--- config.mk ---
export PLATFORM = sky130hd
export DESIGN_NAME = lia_entry_unit
export DESIGN_NICKNAME = d
export VERILOG_FILES = /design/src/rtl/lia_pkg.sv /design/src/rtl/lia_save_stack.sv /design/src/rtl/lia_ack_timer.sv /design/src/rtl/lia_entry_unit.sv
export SDC_FILE = /design/constraint.sdc
export NUM_CORES = 1
export LEC_CHECK = 0
export ABC_CLOCK_PERIOD_IN_PS = 6500
export BUFFER_PORTS_ARGS = -buffer_cell sky130_fd_sc_hd__buf_2
export CAP_MARGIN = 20
export CORE_MARGIN = 5
export CORE_UTILIZATION = 60
export CTS_CLUSTER_SIZE = 14
export DETAILED_ROUTE_END_ITERATION = 6
export PLACE_DENSITY = 0.82
export SYNTH_ARGS = -nofsm -noshare
export SYNTH_HDL_FRONTEND = slang
export SYNTH_SLANG_ARGS = --single-unit
--- constraint.sdc ---
create_clock -name clk -period 6.5 [get_ports clk]
set_clock_uncertainty 0.05 [all_clocks]
set_input_delay 1.3 -clock clk [delete_from_list [all_inputs] [get_ports clk]]
set_output_delay 1.3 -clock clk [all_outputs]
set_load 0.05 [all_outputs]
--- src/rtl/lia_pkg.sv ---
package lia_pkg;
    localparam int LVL_W = 3;

    typedef enum logic [0:0] {
        ST_IDLE = 1'b0,
        ST_ACK  = 1'b1
    } lia_state_t;

    typedef struct packed {
        logic             sup;
        logic [LVL_W-1:0] ipl;
    } lia_status_t;

    localparam int STATUS_W = LVL_W + 1;

    function automatic logic level_wins(input logic [LVL_W-1:0] req,
                                        input logic [LVL_W-1:0] cur);
        return req > cur;
    endfunction
endpackage

--- src/rtl/lia_save_stack.sv ---
module lia_save_stack #(
    parameter int W     = 20,
    parameter int DEPTH = 4
) (
    input  logic         clk,
    input  logic         rst,
    input  logic         push,
    input  logic         pop,
    input  logic [W-1:0] wdata,
    output logic [W-1:0] rdata,
    output logic         full,
    output logic         empty
);
    localparam int PW = $clog2(DEPTH + 1);
    localparam int IW = (DEPTH > 1) ? $clog2(DEPTH) : 1;

    logic [W-1:0]  mem [DEPTH];
    logic [PW-1:0] ptr;

    assign full  = (ptr == PW'(DEPTH));
    assign empty = (ptr == '0);
    assign rdata = mem[IW'(ptr - PW'(1))];

    always_ff @(posedge clk) begin
        if (rst) begin
            ptr <= '0;
            for (int i = 0; i < DEPTH; i++) mem[i] <= '0;
        end else if (push && !full) begin
            mem[IW'(ptr)] <= wdata;
            ptr <= ptr + PW'(1);
        end else if (pop && !empty) begin
            ptr <= ptr - PW'(1);
        end
    end

    a_r7_no_push_when_full: assert property (@(posedge clk) disable iff (rst)
        push |-> !full);
    a_r6_no_pop_when_empty: assert property (@(posedge clk) disable iff (rst)
        pop |-> !empty);
endmodule

--- src/rtl/lia_ack_timer.sv ---
module lia_ack_timer #(
    parameter int TIMEOUT = 64
) (
    input  logic clk,
    input  logic rst,
    input  logic run,
    input  logic ready,
    output logic expire
);
    localparam int CW = $clog2(TIMEOUT + 1);

    logic [CW-1:0] cnt;

    assign expire = run && !ready && (cnt == CW'(TIMEOUT - 1));

    always_ff @(posedge clk) begin
        if (rst || !run || ready) cnt <= '0;
        else if (!expire)         cnt <= cnt + CW'(1);
        else                      cnt <= '0;
    end

    a_r8_count_bounded: assert property (@(posedge clk) disable iff (rst)
        cnt < CW'(TIMEOUT));
endmodule

--- src/rtl/lia_entry_unit.sv ---
module lia_entry_unit
    import lia_pkg::*;
#(
    parameter int PC_W        = 16,
    parameter int VEC_W       = 8,
    parameter int DEPTH       = 4,
    parameter int ACK_TIMEOUT = 64
) (
    input  logic                 clk,
    input  logic                 rst,
    input  logic [LVL_W-1:0]     irq_level,
    input  logic                 insn_boundary,
    input  logic [PC_W-1:0]      pc_in,
    input  logic [PC_W-1:0]      vec_base,
    input  logic                 rte,
    input  logic                 dev_ready,
    input  logic [VEC_W-1:0]     dev_vector,
    output logic                 ack_strobe,
    output logic [LVL_W-1:0]     ack_addr,
    output logic                 redirect,
    output logic [PC_W-1:0]      target_pc,
    output logic [LVL_W-1:0]     cur_ipl,
    output logic                 supervisor,
    output logic                 timeout_abort,
    output logic                 stack_overflow
);
    localparam int ENTRY_W = PC_W + STATUS_W;

    lia_state_t       st;
    lia_status_t      stat;
    logic [LVL_W-1:0] lvl_q;
    logic [PC_W-1:0]  pc_q;

    logic               req_ok, do_push, do_pop, expire, stk_full, stk_empty;
    logic [ENTRY_W-1:0] stk_rdata;
    lia_status_t        saved_stat;
    logic [PC_W-1:0]    saved_pc;

    assign req_ok  = insn_boundary && level_wins(irq_level, stat.ipl);
    assign do_push = (st == ST_ACK) && dev_ready;
    assign do_pop  = (st == ST_IDLE) && rte && !stk_empty;

    assign saved_pc   = stk_rdata[ENTRY_W-1 -: PC_W];
    assign saved_stat = lia_status_t'(stk_rdata[STATUS_W-1:0]);

    lia_save_stack #(.W(ENTRY_W), .DEPTH(DEPTH)) u_stack (
        .clk   (clk),
        .rst   (rst),
        .push  (do_push),
        .pop   (do_pop),
        .wdata ({pc_q, stat}),
        .rdata (stk_rdata),
        .full  (stk_full),
        .empty (stk_empty)
    );

    lia_ack_timer #(.TIMEOUT(ACK_TIMEOUT)) u_timer (
        .clk    (clk),
        .rst    (rst),
        .run    (st == ST_ACK),
        .ready  (dev_ready),
        .expire (expire)
    );

    always_ff @(posedge clk) begin
        if (rst) begin
            st             <= ST_IDLE;
            stat           <= '0;
            lvl_q          <= '0;
            pc_q           <= '0;
            redirect       <= 1'b0;
            target_pc      <= '0;
            timeout_abort  <= 1'b0;
            stack_overflow <= 1'b0;
        end else begin
            redirect <= 1'b0;
            unique case (st)
                ST_IDLE: begin
                    if (do_pop) begin
                        stat      <= saved_stat;
                        target_pc <= saved_pc;
                        redirect  <= 1'b1;
                    end else if (req_ok) begin
                        if (stk_full) begin
                            stack_overflow <= 1'b1;
                        end else begin
                            st    <= ST_ACK;
                            lvl_q <= irq_level;
                            pc_q  <= pc_in;
                        end
                    end
                end
                ST_ACK: begin
                    if (dev_ready) begin
                        stat.sup  <= 1'b1;
                        stat.ipl  <= lvl_q;
                        target_pc <= vec_base + PC_W'(dev_vector);
                        redirect  <= 1'b1;
                        st        <= ST_IDLE;
                    end else if (expire) begin
                        timeout_abort <= 1'b1;
                        st            <= ST_IDLE;
                    end
                end
                default: st <= ST_IDLE;
            endcase
        end
    end

    assign ack_strobe = (st == ST_ACK);
    assign ack_addr   = (st == ST_ACK) ? lvl_q : '0;
    assign cur_ipl    = stat.ipl;
    assign supervisor = stat.sup;

    a_r3_addr_above_ipl: assert property (@(posedge clk) disable iff (rst)
        ack_strobe |-> (ack_addr > cur_ipl));
    a_r2_strobe_from_boundary: assert property (@(posedge clk) disable iff (rst)
        $rose(ack_strobe) |-> $past(insn_boundary));
    a_r5_level_raised: assert property (@(posedge clk) disable iff (rst)
        (ack_strobe && dev_ready) |=> (supervisor && cur_ipl == $past(ack_addr)));
    a_r4_redirect_after_ready: assert property (@(posedge clk) disable iff (rst)
        (ack_strobe && dev_ready) |=> (redirect && !ack_strobe));
    a_r8_abort_sticky: assert property (@(posedge clk) disable iff (rst)
        timeout_abort |=> timeout_abort);
    a_r7_overflow_sticky: assert property (@(posedge clk) disable iff (rst)
        stack_overflow |=> stack_overflow);
endmodule

==> flow_metrics.env, run 1 <==
export IMPL_status="finished, final reports clean"
export IMPL_switching_share_pct=34.8
export IMPL_worst_slack_ns=2.49
export IMPL_syn_cell_area_um2=6140
export IMPL_num_rows=37
export IMPL_diodes=0
export IMPL_postSynth_asyncResetShare_pct=0
export IMPL_wl_per_cell_um=17.9
export IMPL_netlist_top_cells_count="edfxtp_1 (80), and2_1 (75), nor2_1 (59)"
export IMPL_cts_root_buf="clkbuf_8"
export IMPL_final_cells=726
export IMPL_period_needed_ns=4.01
export IMPL_grt_pass1_wl_um=21700
export IMPL_p_int_uw=1970
export IMPL_dp_hpwl_um=8730
export IMPL_rr_worst_depth=6
export IMPL_dieArea_um2=12400
export IMPL_port_buffers=74
export IMPL_gp_congestion=0.844
export IMPL_cts_hold_buf=0
export IMPL_synth_seq_cells=133
export IMPL_synth_yosys_seq_area_share_pct=56.4
export IMPL_p_switching_uw=1050
export IMPL_powerDensity_nw_per_um2=421
export IMPL_fmaxAchievable_mhz=249
export IMPL_tritoncts="yes"
export IMPL_syn_inst=507
export IMPL_grt_max_degree=55
export IMPL_core_area_um2=10100
export IMPL_tightestPinTransition_ns=0.967
export IMPL_n_fill_cell=676
export IMPL_track_usage_pct=22.4
export IMPL_path_buf_inv=1
export IMPL_pin_count=75
export IMPL_maxSlewViolCount=0
export IMPL_drive_above_1_share_pct=24.1
export IMPL_wl_um=13000
export IMPL_first_pass_iters=5
export IMPL_clk_transition_reported_paths_ns=0.06
export IMPL_area_growth_pct=16.9
export IMPL_post_route_period_util_pct=61.8
export IMPL_initial_core_util_pct=60.6
export IMPL_placedCellCount=693
export IMPL_gr_total_overflow=0
export IMPL_cts_setup_buffers=0
export IMPL_drt_iter0_markers=348
export IMPL_finalHoldViolCount=0
export IMPL_rsz0062_at_grt="no"
export IMPL_finalSetupTns_ns=0
export IMPL_avgSynthCellArea_um2=12.1
export IMPL_whs_endpoint="u_timer.cnt[0]"
export IMPL_worstPathMaxFanout=30
export IMPL_critPathLaunchType="register"
export IMPL_vias=4147
export IMPL_critical_path_arrival_ns=4.13
export IMPL_htreeDepth=4
export IMPL_power_frac_comb_pct=30.4
export IMPL_cap_violations=0
export IMPL_r2r_setup_slack_ns=2.49
export IMPL_cts_resized=0
export IMPL_viasPerCell=5.71
export IMPL_r2r_start="u_stack.ptr[0]"
export IMPL_rr_endpoint="u_stack.mem[2][12]"
export IMPL_crit_slowest_cell="dfxtp_2"
export IMPL_cpPeakStageDelay_ns=0.93
export IMPL_leakage_uw=0.00280
export IMPL_clock_latency_ns=0.53
export IMPL_yosysTopAreaCellShare_pct=39.1
export IMPL_p_seq_share_pct=37.8
export IMPL_whs_ns=0.405
export IMPL_ir_drop_v=0.000231
export IMPL_die_h_um=111
export IMPL_cts_buffers=17
export IMPL_cp_end_kind="register"
export IMPL_synth_area_leaders="edfxtp_1 (39%), dfxtp_1 (17%), and2_1 (7.6%)"
export IMPL_cts_path_max_buffers=2
export IMPL_synth_net_count=571
export IMPL_synth_ff_type="edfxtp_1"
export IMPL_final_util_pct=70.8
export IMPL_drcViolationCount=0
export IMPL_nets=641
export IMPL_setup_viol=0
export IMPL_cp_data_required_time_ns=6.61
export IMPL_crit_family="simple AND/OR/NAND/NOR gates"
export IMPL_synth_distinct_cells=49
export IMPL_yosys_area_top_type="edfxtp_1"
export IMPL_holdCritStartpoint="u_timer.cnt[0]"
export IMPL_synth_edf_count=80
export IMPL_slew_headroom_pct=35.2
export IMPL_hold_class="reg -> reg"
export IMPL_synth_most_common_cell="edfxtp_1"
export IMPL_hold_depth=1
export IMPL_clock_sinks=133
export IMPL_grt_pass1_vias=4186
export IMPL_antenna_found_initial=0
export IMPL_die_x_um=111
export IMPL_pre_cts_slack_ns=2.49
export IMPL_detail_route_antenna_nets=0
export IMPL_yosysWarnings=0
export IMPL_path_class="reg -> reg"
export IMPL_cp_cell_sequence="inv_1 > ha_1 > a21oi_2 > nand2b_1 > nor3_2 > or2_2"
export IMPL_clkPwrFrac_pct=31.8
-- flip-flops by register name, summed over array words and instances (netlist names) --
name	count
pc_q	16
stack_overflow	1
target_pc	16
u_stack.ptr	3
lvl_q	3
supervisor	1
cur_ipl	3
u_timer.cnt	7
timeout_abort	1
redirect	1
u_stack.mem	80
ack_strobe	1
-- cells by family after synthesis --
kind of cell | synth area share [%]
buf+inv | 2.69
flops | 56.4
fa+ha+maj | 3.38
xor+xnor | 2.57
compound gates | 6.74
simple gates | 17.0
mux | 11.2
-- layout make-up --
type / instances / area, µm² / area share, %
repair buffers: 77 / 397 / 5.53
clock inverters: 10 / 155 / 2.16
clock buffers: 22 / 433 / 6.03
flip-flops and latches: 133 / 3460 / 48.3
inverters: 12 / 45.0 / 0.628
multi-input cells: 336 / 2510 / 35.0
well taps: 136 / 170 / 2.37
-- power by group through the flow --
stage | clock network [µW] | registers, µW | logic (µW)
2_1_floorplan | 0 | 1270 | 579
3_3_place_gp | 0 | 1150 | 895
3_5_place_dp | 0 | 1160 | 910
4_1_cts | 968 | 1140 | 921
5_1_grt | 1010 | 1170 | 993
6_report | 959 | 1140 | 919
-- cell usage in the layout (no fill, tap or decap), drive strengths merged, types with 2 or more instances in the layout --
| cell | synthesis | routed |
|---|---|---|
| xnor2 | 12 | 12 |
| mux4 | 20 | 20 |
| a2111oi | 3 | 3 |
| nor3 | 6 | 6 |
| nand2b | 3 | 3 |
| a21oi | 22 | 22 |
| xor2 | 6 | 6 |
| nor2b | 2 | 2 |
| buf | 13 | 77 |
| edfxtp | 80 | 80 |
| bufinv | 0 | 4 |
| o22ai | 3 | 3 |
| mux2i | 24 | 24 |
| or2 | 4 | 4 |
| and3 | 4 | 4 |
| dfxtp | 53 | 53 |
| nor4 | 6 | 6 |
| clkinvlp | 0 | 2 |
| clkinv | 0 | 4 |
| a221oi | 2 | 2 |
| clkbuf | 13 | 22 |
| ha | 15 | 15 |
| a211oi | 9 | 9 |
| and2 | 75 | 75 |
| nor2 | 60 | 60 |
| o21ai | 10 | 10 |
| o32ai | 4 | 4 |
| inv | 12 | 12 |
| nand3 | 10 | 10 |
| nor3b | 2 | 2 |
| nand2 | 25 | 25 |
-- per-stage QoR --
step	total power, µW	area (µm²)
5_1_grt	3170	7180
6_report	3020	7180
3_3_place_gp	2040	6580
2_1_floorplan	1850	6140
4_1_cts	3030	7170
3_5_place_dp	2070	6580
-- worst max path at each step --
stage | startpoint | to | cells after the start
6_report | u_stack.ptr[0] | u_stack.mem[2][12] | 6
5_1_grt | u_stack.ptr[0] | u_stack.mem[2][17] | 6
4_1_cts | u_stack.ptr[0] | u_stack.mem[2][12] | 6
3_5_place_dp | u_stack.ptr[0] | u_stack.mem[2][12] | 6
3_3_place_gp | rst | u_stack.mem[2][10] | 5
2_1_floorplan | vec_base[0] | target_pc[14] | 8
-- layer usage --
metal	vias to the layer above	track usage, %	share of wire (%)
li1	1971	-	-
met1	1992	27.6	42
met2	156	37.4	50
met3	28	6.55	6.1
met4	0	8.84	1.9
met5	-	0	0
Power figures use the tool's default switching activity.
==> run 2: changes to the inputs <==
ABC_CLOCK_PERIOD_IN_PS = 3800   (was 6500)
CORE_UTILIZATION = 58   (was 60)
PLACE_DENSITY = 0.8   (was 0.82)
clock period = 3.8 ns   (was 6.5 ns; I/O delays follow)
==> flow_metrics.env, run 2 (synthesized netlist as in run 1, its figures left out) <==
export IMPL_p_seq_share_pct=37.1
export IMPL_finalSetupTns_ns=0
export IMPL_status="finished, final reports clean"
export IMPL_port_buffers=74
export IMPL_register_area_um2=3460
export IMPL_clock_latency_ns=0.52
export IMPL_dieArea_um2=12700
export IMPL_worstPathMaxFanout=20
export IMPL_critPathLaunchType="register"
export IMPL_rsz0062_at_grt="no"
export IMPL_htreeDepth=4
export IMPL_first_pass_iters=5
export IMPL_wl_um=13400
export IMPL_grt_pass1_wl_um=21600
export IMPL_grt_max_degree=54
export IMPL_path_class="reg -> reg"
export IMPL_grt_pass1_vias=4191
export IMPL_cts_setup_buffers=0
export IMPL_tightestPinTransition_ns=0.627
export IMPL_detail_route_antenna_nets=0
export IMPL_critical_path_arrival_ns=3.09
export IMPL_reg_top3="u_stack.mem x80, pc_q x16, target_pc x16"
export IMPL_setup_viol=0
export IMPL_viasPerCell=5.73
export IMPL_hold_class="reg -> reg"
export IMPL_core_area_um2=10300
export IMPL_clock_sinks=133
export IMPL_regMostFlops="u_stack.mem"
export IMPL_p_int_uw=3270
export IMPL_p_switching_uw=1840
export IMPL_switching_share_pct=36.0
export IMPL_cts_buffers=17
export IMPL_post_route_period_util_pct=78.4
export IMPL_drcViolationCount=0
export IMPL_cap_violations=0
export IMPL_slew_headroom_pct=58.2
export IMPL_fmaxAchievable_mhz=336
export IMPL_cts_resized=0
export IMPL_cts_path_max_buffers=2
export IMPL_wl_per_cell_um=18.3
export IMPL_nets=647
export IMPL_die_h_um=113
export IMPL_cp_end_kind="register"
export IMPL_power_frac_comb_pct=32.6
export IMPL_pin_count=75
export IMPL_vias=4194
export IMPL_n_fill_cell=725
export IMPL_cts_hold_buf=0
export IMPL_gp_congestion=0.873
export IMPL_leakage_uw=0.00281
export IMPL_multiInputGateArea_um2=2510
export IMPL_antenna_found_initial=0
export IMPL_diodes=0
export IMPL_dp_hpwl_um=8990
export IMPL_powerDensity_nw_per_um2=710
export IMPL_ir_drop_v=0.000475
export IMPL_gr_total_overflow=0
export IMPL_track_usage_pct=22.0
export IMPL_area_growth_pct=17.2
export IMPL_drive_above_1_share_pct=25.0
export IMPL_final_cell_mix="edfxtp_1 (80), and2_1 (75), buf_2 (74)"
export IMPL_clk_transition_reported_paths_ns=0.06
export IMPL_num_rows=37
export IMPL_maxSlewViolCount=0
export IMPL_finalHoldViolCount=0
export IMPL_die_x_um=113
export IMPL_tritoncts="yes"
export IMPL_final_common_cell="edfxtp_1"
export IMPL_largest_reg_flops=80
export IMPL_period_needed_ns=2.98
export IMPL_final_util_pct=69.7
export IMPL_initial_core_util_pct=59.5
export IMPL_clkPwrFrac_pct=30.4
export IMPL_drt_iter0_markers=415
export IMPL_cts_root_buf="clkbuf_8"
export IMPL_cp_data_required_time_ns=3.91
run 2: cell types whose count changed in the layout (fill, tap and decap cells not counted), sizes merged:
cell,before,now
clkinv,4,5
clkinvlp,2,3
inv,12,13
clkbuf,22,21
bufinv,4,2
buf,77,83
run 2: final timing paths:
check / startpoint / end / slack (ns) / cells past startpoint
worst max-delay path: u_stack.ptr[1] / u_stack.mem[1][12] / 0.82 / 7
worst min-delay path: u_timer.cnt[0] / u_timer.cnt[0] / 0.40 / 1
worst max register to register: u_stack.ptr[1] / u_stack.mem[1][12] / 0.82 / 7
worst min register to register: u_timer.cnt[0] / u_timer.cnt[0] / 0.40 / 1
run 2: metal layers:
layer | up-vias | wire (µm) | GRT usage (%)
met1 | 2035 | 5730 | 28.5
met5 | - | 0 | 0
li1 | 1976 | - | -
met3 | 13 | 917 | 6.10
met2 | 170 | 6610 | 36.3
met4 | 0 | 172 | 6.73
run 2: critical path, cell delays in order (launching register included):
cell and delay (ns):
dfxtp_1 0.59, inv_1 0.21, ha_1 0.29, a21oi_2 0.23
nand2b_1 0.33, nor3_4 0.22, buf_4 0.23, or2_2 0.45
run 2: cell type report:
type / count / share of cell area [%]
sequential: 133 / 48.1
multi-input combinational: 336 / 34.9
clock buffer: 21 / 6.10
inverter: 12 / 0.626
tap: 136 / 2.36
timing repair buffer: 83 / 6.09
clock inverter: 11 / 1.77
run 2: metrics by stage:
stage / power [µW] / cells / hold WS (ns) / worst slack [ns] / area (µm²)
2_1_floorplan: 3160 / 507 / 0.368 / 1.39 / 6140
3_3_place_gp: 3530 / 700 / 0.378 / 1.01 / 6630
3_5_place_dp: 3570 / 700 / 0.387 / 0.804 / 6630
4_1_cts: 5130 / 732 / 0.401 / 0.815 / 7200
5_1_grt: 5350 / 732 / 0.408 / 0.652 / 7200
6_report: 5110 / 732 / 0.397 / 0.821 / 7200
run 2: power groups by stage:
stage	Combinational, µW	Clock, µW	Sequential, µW
finish	1660	1550	1890
detailed placement	1660	0	1920
floorplan	990	0	2170
CTS	1670	1560	1890
global placement	1620	0	1910
global route	1800	1630	1920
==> run 3: changes to the inputs <==
ABC_AREA = 1   (was unset)
ABC_CLOCK_PERIOD_IN_PS = 3000   (was 3800)
PLACE_DENSITY = 0.79   (was 0.8)
clock period = 3 ns   (was 3.8 ns; I/O delays follow)
==> flow_metrics.env, run 3 <==
export IMPL_dieArea_um2=13000
export IMPL_regMostFlops="u_stack.mem"
export IMPL_synthAdderAreaFrac_pct=3.31
export IMPL_core_area_um2=10700
export IMPL_tritoncts="yes"
export IMPL_area_growth_pct=18.2
export IMPL_synth_net_count=779
export IMPL_period_needed_ns=2.39
export IMPL_diodes=0
export IMPL_worstPathMaxFanout=20
export IMPL_leakage_uw=0.00320
export IMPL_multiInputGateArea_um2=2340
export IMPL_vias=5244
export IMPL_gp_congestion=0.915
export IMPL_cp_end_kind="register"
export IMPL_num_rows=38
export IMPL_synth_edf_count=80
export IMPL_hold_class="in -> reg"
export IMPL_synth_seq_cells=133
export IMPL_synth_compound_area_share_pct=12.5
export IMPL_whs_ns=0.300
export IMPL_synth_yosys_seq_area_share_pct=55.2
export IMPL_synth_simple_area_share_pct=20.6
export IMPL_drcViolationCount=0
export IMPL_maxSlewViolCount=0
export IMPL_nets=854
export IMPL_cts_resized=0
export IMPL_pin_count=75
export IMPL_htreeDepth=4
export IMPL_grt_pass1_wl_um=24400
export IMPL_cts_buffers=17
export IMPL_finalSetupTns_ns=0
export IMPL_cts_root_buf="clkbuf_8"
export IMPL_yosys_area_top_type="edfxtp_1"
export IMPL_critPathLaunchType="register"
export IMPL_final_common_cell="nor2_1"
export IMPL_synth_top_family_by_area="simple AND/OR/NAND/NOR gates"
export IMPL_reg_top3="u_stack.mem x80, pc_q x16, target_pc x16"
export IMPL_cts_setup_buffers=0
export IMPL_cp_data_required_time_ns=3.40
export IMPL_worst_slack_ns=0.615
export IMPL_finalHoldViolCount=0
export IMPL_synth_distinct_cells=40
export IMPL_slew_headroom_pct=57.0
export IMPL_powerDensity_nw_per_um2=981
export IMPL_die_h_um=114
export IMPL_viasPerCell=5.56
export IMPL_wl_um=15400
export IMPL_netlist_top_cells_count="nor2_1 (137), nand2_1 (100), edfxtp_1 (80)"
export IMPL_antenna_found_initial=0
export IMPL_path_class="reg -> reg"
export IMPL_post_route_period_util_pct=79.5
export IMPL_register_area_um2=3460
export IMPL_postSynth_asyncResetShare_pct=0
export IMPL_drive_above_1_share_pct=17.3
export IMPL_setup_viol=0
export IMPL_n_fill_cell=808
export IMPL_yosysTopAreaCellShare_pct=38.3
export IMPL_detail_route_antenna_nets=0
export IMPL_final_cell_mix="nor2_1 (137), nand2_1 (100), edfxtp_1 (80)"
export IMPL_largest_reg_flops=80
export IMPL_clk_transition_reported_paths_ns=0.06
export IMPL_grt_max_degree=46
export IMPL_yosysWarnings=0
export IMPL_port_buffers=74
export IMPL_wl_per_cell_um=16.4
export IMPL_avgSynthCellArea_um2=8.78
export IMPL_synth_area_leaders="edfxtp_1 (38%), dfxtp_1 (17%), nor2_1 (8.2%)"
export IMPL_cts_hold_buf=0
export IMPL_muxShareOfSynthArea_pct=0
export IMPL_clock_latency_ns=0.52
export IMPL_synth_ff_type="edfxtp_1"
export IMPL_synth_most_common_cell="nor2_1"
export IMPL_synth_xor_area_share_pct=0.837
export IMPL_pre_cts_slack_ns=0.663
export IMPL_critical_path_arrival_ns=2.78
export IMPL_dp_hpwl_um=10100
export IMPL_grt_pass1_vias=5066
export IMPL_tightestPinTransition_ns=0.644
export IMPL_fmaxAchievable_mhz=419
export IMPL_initial_core_util_pct=58.4
export IMPL_clock_sinks=133
export IMPL_syn_cell_area_um2=6280
export IMPL_syn_inst=715
export IMPL_cap_violations=0
export IMPL_track_usage_pct=24.1
export IMPL_cts_path_max_buffers=2
export IMPL_rsz0062_at_grt="no"
export IMPL_first_pass_iters=5
export IMPL_gr_total_overflow=0
export IMPL_status="finished, final reports clean"
export IMPL_ir_drop_v=0.000487
export IMPL_die_x_um=114
export IMPL_drt_iter0_markers=566
-- run 3: cell count changes after synthesis, moves of 20 or more --
cell     previous run  this run
nand3_1            10        39
nor2_1             59       137
and2_1             75         2
nand2_1            23       100
mux4_2             20         0
o21ai_0             9        75
mux2i_1            24         0
a21oi_1            21        42
inv_1              12        69
-- run 3: cells by family (layout without fill, tap and decap cells) --
group | Yosys count | after routing
AO/OA/AOI/OAI | 147 | 147
flip-flops | 133 | 133
buffers and inverters | 109 | 197
AND/OR/NAND/NOR | 304 | 304
XOR/XNOR | 6 | 6
adder cells (fa/ha/maj) | 16 | 16
-- run 3: final cells by class --
cell class	count	share of cell area, %
clock buffer	21	6.49
clock inverter	11	2.28
inverter	74	3.77
multi-input combinational	473	31.6
sequential	133	46.6
tap	140	2.36
timing repair buffer	91	6.88
-- run 3: report_power, final --
| group | internal, µW | switching, µW |
|---|---|---|
| Clock | 1470 | 751 |
| Combinational | 711 | 1980 |
| Sequential | 2240 | 127 |
| Total | 4420 | 2860 |
-- run 3: stage by stage --
stage	instance area, µm²	power [µW]	util (%)	cells
after floorplan	6280	4350	-	715
after CTS	7420	7280	69.1	943
final	7420	7280	69.1	943
after detailed placement	6770	5030	63.0	911
after global routing	7420	7670	69.1	943
after global placement	6770	4950	63.0	911
-- run 3: worst max-delay path, stage by stage (launching register included) --
cell	delay (ns)
dfxtp_1	0.44
inv_1	0.15
ha_1	0.32
inv_1	0.49
o21ai_0	0.21
o22ai_1	0.30
o21ai_0	0.12
inv_1	0.08
nand2_1	0.06
a21oi_1	0.11
-- run 3: path summary, 6_finish.rpt --
| path | depth (start not counted) | slack (ns) | from | endpoint |
|---|---|---|---|---|
| max | 9 | 0.61 | u_stack.ptr[1] | target_pc[14] |
| min | 3 | 0.30 | irq_level[0] | lvl_q[0] |
| max reg2reg | 9 | 0.61 | u_stack.ptr[1] | target_pc[14] |
| min reg2reg | 1 | 0.40 | u_timer.cnt[0] | u_timer.cnt[0] |
-- run 3: layer usage --
| layer | routed length, µm | part of all wire [%] | global-route usage (%) |
|---|---|---|---|
| met3 | 1230 | 8.0 | 5.81 |
| met1 | 6380 | 41 | 30.3 |
| met4 | 290 | 1.9 | 9.66 |
| met2 | 7530 | 49 | 40.1 |
| met5 | 0 | 0 | 0 |
